[src/rtl/rhp_pkg.sv]
package rhp_pkg;
    localparam int RANK_W         = 1;
    localparam int BANK_W         = 3;
    localparam int ROW_W          = 8;
    localparam int ADDR_W         = 16;
    localparam int BANKS_PER_RANK = 1 << BANK_W;
    localparam int NUM_BANKS      = (1 << RANK_W) * BANKS_PER_RANK;
    localparam int BIDX_W         = RANK_W + BANK_W;

    typedef struct packed {
        logic [RANK_W-1:0] rank;
        logic [BANK_W-1:0] bank;
        logic [ROW_W-1:0]  row;
    } req_t;

    typedef enum logic {DR_IDLE, DR_BURST} drain_st_t;

    function automatic logic [BIDX_W-1:0] bank_index(
        input logic [RANK_W-1:0] r, input logic [BANK_W-1:0] b);
        return BIDX_W'(BIDX_W'(r) * BIDX_W'(BANKS_PER_RANK)) + BIDX_W'(b);
    endfunction
endpackage

[src/rtl/rhp_select.sv]
module rhp_select
    import rhp_pkg::*;
#(
    parameter int QDEPTH = 8,
    parameter int CNT_W  = $clog2(QDEPTH + 1),
    parameter int IDX_W  = $clog2(QDEPTH)
) (
    input  logic              clk,
    input  logic              rst,
    input  logic              fr_mode,
    input  logic [CNT_W-1:0]  count,
    input  req_t              reqs     [QDEPTH],
    input  logic [ROW_W-1:0]  open_row [NUM_BANKS],
    input  logic [NUM_BANKS-1:0] open_vld,
    output logic              pick_valid,
    output logic [IDX_W-1:0]  pick_idx,
    output logic              pick_hit
);
    logic [QDEPTH-1:0] hit_vec;
    logic [IDX_W-1:0]  first_hit;
    logic              any_hit;

    for (genvar i = 0; i < QDEPTH; i++) begin : g_cmp
        logic [BIDX_W-1:0] bi;
        assign bi = bank_index(reqs[i].rank, reqs[i].bank);
        assign hit_vec[i] = (CNT_W'(i) < count) && open_vld[bi]
                            && (open_row[bi] == reqs[i].row);
    end

    always_comb begin
        first_hit = '0;
        any_hit   = 1'b0;
        for (int i = QDEPTH - 1; i >= 0; i--) begin
            if (hit_vec[i]) begin
                first_hit = IDX_W'(i);
                any_hit   = 1'b1;
            end
        end
    end

    always_comb begin
        pick_valid = (count != '0);
        pick_idx   = '0;
        pick_hit   = 1'b0;
        if (fr_mode && (count > CNT_W'(1)) && any_hit) begin
            pick_idx = first_hit;
            pick_hit = 1'b1;
        end
    end

    // chosen index always refers to a live entry
    assert_idx_live_R1: assert property (@(posedge clk) disable iff (rst)
        pick_valid |-> (CNT_W'(pick_idx) < count));

    // arrival order always serves the head
    assert_fcfs_head_R2: assert property (@(posedge clk) disable iff (rst)
        (!fr_mode && pick_valid) |-> (pick_idx == '0 && !pick_hit));

    // a reported hit really matches its bank's open row
    assert_hit_genuine_R3: assert property (@(posedge clk) disable iff (rst)
        pick_hit |-> (open_vld[bank_index(reqs[pick_idx].rank, reqs[pick_idx].bank)]
            && open_row[bank_index(reqs[pick_idx].rank, reqs[pick_idx].bank)]
               == reqs[pick_idx].row));
endmodule

[src/rtl/rhp_drain.sv]
module rhp_drain
    import rhp_pkg::*;
#(
    parameter int WCNT_W = 4
) (
    input  logic              clk,
    input  logic              rst,
    input  logic [WCNT_W-1:0] wq_count,
    input  logic [WCNT_W-1:0] thresh,
    input  logic              stop_reads,
    input  logic              wr_issued,
    output logic              drain_active
);
    drain_st_t         st;
    logic [WCNT_W-1:0] burst_n;

    always_ff @(posedge clk) begin
        if (rst) begin
            st      <= DR_IDLE;
            burst_n <= '0;
        end else begin
            case (st)
                DR_IDLE: begin
                    if (wq_count > thresh && !stop_reads) begin
                        st      <= DR_BURST;
                        burst_n <= '0;
                    end
                end
                default: begin
                    if (wq_count == '0) begin
                        st <= DR_IDLE;
                    end else if (wr_issued) begin
                        if (burst_n >= thresh) st <= DR_IDLE;
                        else burst_n <= burst_n + 1'b1;
                    end
                end
            endcase
        end
    end

    assign drain_active = (st == DR_BURST);

    // a burst starts only from an over-threshold, reads-allowed cycle
    assert_start_cond_R8: assert property (@(posedge clk) disable iff (rst)
        $rose(drain_active) |-> $past(wq_count > thresh && !stop_reads));

    // a burst ends only on an issued write or an empty write queue
    assert_end_cause_R9: assert property (@(posedge clk) disable iff (rst)
        $fell(drain_active) |-> $past(wr_issued || wq_count == '0));
endmodule

[src/rtl/rhp_fwd.sv]
module rhp_fwd
    import rhp_pkg::*;
#(
    parameter int WQ_DEPTH = 8,
    parameter int WCNT_W   = $clog2(WQ_DEPTH + 1)
) (
    input  logic              rd_valid,
    input  logic [ADDR_W-1:0] rd_addr,
    input  logic [ADDR_W-1:0] wq_addr [WQ_DEPTH],
    input  logic [WCNT_W-1:0] wq_count,
    output logic              rd_fwd
);
    logic [WQ_DEPTH-1:0] match;

    for (genvar j = 0; j < WQ_DEPTH; j++) begin : g_m
        assign match[j] = (WCNT_W'(j) < wq_count) && (wq_addr[j] == rd_addr);
    end

    assign rd_fwd = rd_valid && (|match);
endmodule

[src/rtl/rowhit_picker.sv]
module rowhit_picker
    import rhp_pkg::*;
#(
    parameter int QDEPTH   = 8,
    parameter int WQ_DEPTH = 8,
    localparam int CNT_W   = $clog2(QDEPTH + 1),
    localparam int IDX_W   = $clog2(QDEPTH),
    localparam int WCNT_W  = $clog2(WQ_DEPTH + 1)
) (
    input  logic                        clk,
    input  logic                        rst,
    input  logic                        fr_mode,
    input  logic [CNT_W-1:0]            rq_count,
    input  logic [QDEPTH*RANK_W-1:0]    rq_rank,
    input  logic [QDEPTH*BANK_W-1:0]    rq_bank,
    input  logic [QDEPTH*ROW_W-1:0]     rq_row,
    input  logic [NUM_BANKS*ROW_W-1:0]  ob_row,
    input  logic [NUM_BANKS-1:0]        ob_open,
    input  logic                        issue_take,
    output logic                        pick_valid,
    output logic [IDX_W-1:0]            pick_idx,
    output logic                        pick_hit,
    output logic                        issued_valid,
    output logic [IDX_W-1:0]            issued_idx,
    input  logic [WCNT_W-1:0]           wq_count,
    input  logic [WQ_DEPTH*ADDR_W-1:0]  wq_addr,
    input  logic [WCNT_W-1:0]           wr_thresh,
    input  logic                        stop_reads,
    input  logic                        wr_issued,
    output logic                        drain_active,
    input  logic                        rd_valid,
    input  logic [ADDR_W-1:0]           rd_addr,
    output logic                        rd_fwd
);
    req_t              reqs     [QDEPTH];
    logic [ROW_W-1:0]  open_row [NUM_BANKS];
    logic [ADDR_W-1:0] waddr    [WQ_DEPTH];

    for (genvar i = 0; i < QDEPTH; i++) begin : g_req
        assign reqs[i].rank = rq_rank[i*RANK_W +: RANK_W];
        assign reqs[i].bank = rq_bank[i*BANK_W +: BANK_W];
        assign reqs[i].row  = rq_row[i*ROW_W +: ROW_W];
    end
    for (genvar b = 0; b < NUM_BANKS; b++) begin : g_bank
        assign open_row[b] = ob_row[b*ROW_W +: ROW_W];
    end
    for (genvar j = 0; j < WQ_DEPTH; j++) begin : g_wq
        assign waddr[j] = wq_addr[j*ADDR_W +: ADDR_W];
    end

    rhp_select #(.QDEPTH(QDEPTH), .CNT_W(CNT_W), .IDX_W(IDX_W)) i_sel (
        .clk(clk), .rst(rst), .fr_mode(fr_mode), .count(rq_count),
        .reqs(reqs), .open_row(open_row), .open_vld(ob_open),
        .pick_valid(pick_valid), .pick_idx(pick_idx), .pick_hit(pick_hit)
    );

    rhp_drain #(.WCNT_W(WCNT_W)) i_drain (
        .clk(clk), .rst(rst), .wq_count(wq_count), .thresh(wr_thresh),
        .stop_reads(stop_reads), .wr_issued(wr_issued),
        .drain_active(drain_active)
    );

    rhp_fwd #(.WQ_DEPTH(WQ_DEPTH), .WCNT_W(WCNT_W)) i_fwd (
        .rd_valid(rd_valid), .rd_addr(rd_addr), .wq_addr(waddr),
        .wq_count(wq_count), .rd_fwd(rd_fwd)
    );

    always_ff @(posedge clk) begin
        if (rst) begin
            issued_valid <= 1'b0;
            issued_idx   <= '0;
        end else begin
            issued_valid <= issue_take && pick_valid;
            if (issue_take && pick_valid) issued_idx <= pick_idx;
        end
    end

    // an accepted pick appears in the issue register one cycle later
    assert_issue_capture_R7: assert property (@(posedge clk) disable iff (rst)
        (issue_take && pick_valid) |=> (issued_valid && issued_idx == $past(pick_idx)));
endmodule

[config.mk]
export PLATFORM = sky130hd
export DESIGN_NAME = rowhit_picker
export DESIGN_NICKNAME = d
export VERILOG_FILES = /design/src/rtl/rhp_pkg.sv /design/src/rtl/rhp_select.sv /design/src/rtl/rhp_drain.sv /design/src/rtl/rhp_fwd.sv /design/src/rtl/rowhit_picker.sv
export SDC_FILE = /design/constraint.sdc
export NUM_CORES = 1
export LEC_CHECK = 0
export BUFFER_PORTS_ARGS = -buffer_cell sky130_fd_sc_hd__buf_4
export CORE_AREA = 3 3 162 164
export DETAILED_ROUTE_END_ITERATION = 16
export DIE_AREA = 0 0 165 167
export PLACE_DENSITY = 0.81
export SLEW_MARGIN = 20
export SYNTH_ARGS = -nofsm -noshare
export SYNTH_HDL_FRONTEND = slang
export SYNTH_SLANG_ARGS = --single-unit
[constraint.sdc]
create_clock -name clk -period 13.89 [get_ports clk]
set_clock_uncertainty 0.1 [all_clocks]
set_input_delay 4.167 -clock clk [delete_from_list [all_inputs] [get_ports clk]]
set_output_delay 4.167 -clock clk [all_outputs]
set_load 0.02 [all_outputs]
==> metrics.yaml <==
port_buffers: 413
fin_crit_sh_pct: 85.8
peakVddDrop_mv: 0.0421
tns_ns: 0
finalHoldViolations: 0
rows: 58
rsz0062_at_grt: "no"
firstDrtPassIters: 8
p_per_area_mw_per_mm2: 43.0
synth_top_area_share_pct: 55.8
core_area_mm2: 0.0250
final_cell_mix: "buf_4, mux4_2, xor2_1"
setup_violations: 0
async_reset_ff_share_pct: 0
grt_max_degree: 39
area_delta_synth_final_pct: 26.3
ios: 414
cp_data_arrival_time_ns: 7.65
cp_max_fo: 29
syn_inst: 972
p_leak_nw: 5.89
holdCritPathClass: "register to register"
routed-via-count: 12201
dpl.hpwl_mm: 40.6
syn_area_mm2: 0.0120
grt_pass1_vias: 12240
numCtsBuffers: 3
cts_htree_levels: 1
synth_edf_count: 0
ys_warn_count: 0
routed_wirelength_mm: 53.4
detail_route.wl_per_cell_um: 33.0
cts_setup_buffers: 0
cts-root-buf: "clkbuf_16"
status: "finished, final reports clean"
clk_pin_slew_worst_paths_ns: 0.04
period_minus_slack_ns: 11.92
ys_top_cells_by_area: "mux4_2, mux2i_1, xor2_1"
dieWidth_um: 165
p_total_w: 0.000652
synth_flop_cell: "dfxtp_1"
synth-seq-cells: 9
worst-setup-path-type: "input port to primary output"
gp_congestion: 1.00
drt_iter0_markers: 1832
synth_cell_type_count: 62
cp.required_ns: 9.62
cts.sinks: 9
worst_pin_slew_ns: 0.920
final_net_count: 1700
fmax_mhz: 83.9
startpoint_type: "input port"
initial_core_util_pct: 47.9
relSlewSlack_pct: 38.1
detail-route-antenna-nets: 0
clk_latency_ns: 0.23
post-synth-top-area-cell: "mux4_2"
track_usage_pct: 37.1
vias_per_cell: 7.54
critPathCaptureType: "primary output"
holdBufCountCts: 0
grt_pass1_wl_mm: 76.8
avgSynthCellArea_um2: 12.3
synth_nets: 1384
die_area_mm2: 0.0276
antenna_found_initial: 1
final_common_cell: "buf_4"
maxCapViolCount: 0
cts_resized: 0
drive_gt1_share_pct: 57.2
ys_seq_area_share_pct: 1.50
slew_viol_final: 0
die_y_um: 167
drc: 0
cts_tree: "yes"
grt_overflow: 0
clk_path_buf_depth: 2
where the power goes:
group          switching [W]  internal (W)
logic               0.000274      0.000300
clock network      0.0000121     0.0000383
registers        0.000000926     0.0000269
total               0.000287      0.000365
worst max-delay path: stages:
cell	delay (ns)
buf_4	0.46
mux4_2	0.58
xnor2_1	0.17
a32oi_1	0.12
nor4_1	0.54
o221ai_1	0.27
nor4_1	0.63
nor2_1	0.11
a211oi_2	0.34
nor2_1	0.09
buf_4	0.17
worst paths after layout:
path | slack, ns | startpoint | endpoint | cells past startpoint
worst min-delay path | 0.41 | issued_idx[1]$_SDFFE_PP0P_ | issued_idx[1]$_SDFFE_PP0P_ | 2
worst max register to register | 11.69 | i_drain.burst_n[0]$_SDFFE_PP0P_ | i_drain.burst_n[3]$_SDFFE_PP0P_ | 10
worst max-delay path | 1.97 | rq_bank[12] | pick_idx[0] | 11
worst min register to register | 0.41 | issued_idx[1]$_SDFFE_PP0P_ | issued_idx[1]$_SDFFE_PP0P_ | 2
cells in the mapped netlist, drive strengths merged (5+ instances only):
| cell | n |
|---|---|
| a211oi | 5 |
| a21oi | 11 |
| buf | 56 |
| clkbuf | 46 |
| dfxtp | 9 |
| ha | 9 |
| inv | 8 |
| mux2 | 12 |
| mux2i | 111 |
| mux4 | 302 |
| nand2 | 15 |
| nand3 | 15 |
| nand4 | 16 |
| nor2 | 17 |
| nor2b | 9 |
| nor3 | 13 |
| nor4 | 31 |
| o21ai | 6 |
| o31ai | 5 |
| xnor2 | 98 |
| xor2 | 118 |
metal layers:
layer | routed length, um | global-route usage [%] | vias up | part of all wire [%]
li1 | - | - | 4758 | -
met1 | 16000 | 43.6 | 5819 | 30
met2 | 25100 | 60.3 | 1361 | 47
met3 | 8730 | 13.2 | 261 | 16
met4 | 3530 | 17.4 | 2 | 6.6
met5 | 34 | 0.909 | - | 0.064
cell type report:
type,count,area (um2)
multi-input combinational,852,11300
fill,2020,9890
timing repair buffer,413,3100
tap,330,413
sequential,9,180
clock buffer,4,78.8
inverter,9,33.8
antenna,1,2.50
cell families after synthesis:
group	synth area share, %
mux	67.3
xor+xnor	15.8
simple gates	6.43
buf+inv	3.96
compound gates	4.12
fa+ha+maj	0.939
flops	1.50
registers in the layout, summed over array words and instances, names as in the netlist:
signal / count
issued_idx: 3
i_drain.burst_n: 4
issued_valid: 1
i_drain.drain_active: 1
per-stage QoR:
step	worst slack, ns	hold slack (ns)	cell area, um2	std cells	utilization [%]
floorplan	2.61	0.383	12000	972	-
global placement	2.12	0.381	15100	1613	60.2
detailed placement	2.11	0.398	15100	1613	60.2
CTS	2.10	0.406	15100	1617	60.5
global route	1.88	0.423	15100	1618	60.5
finish	1.97	0.406	15100	1618	60.5
No activity file was read; power rests on OpenSTA's default activity.
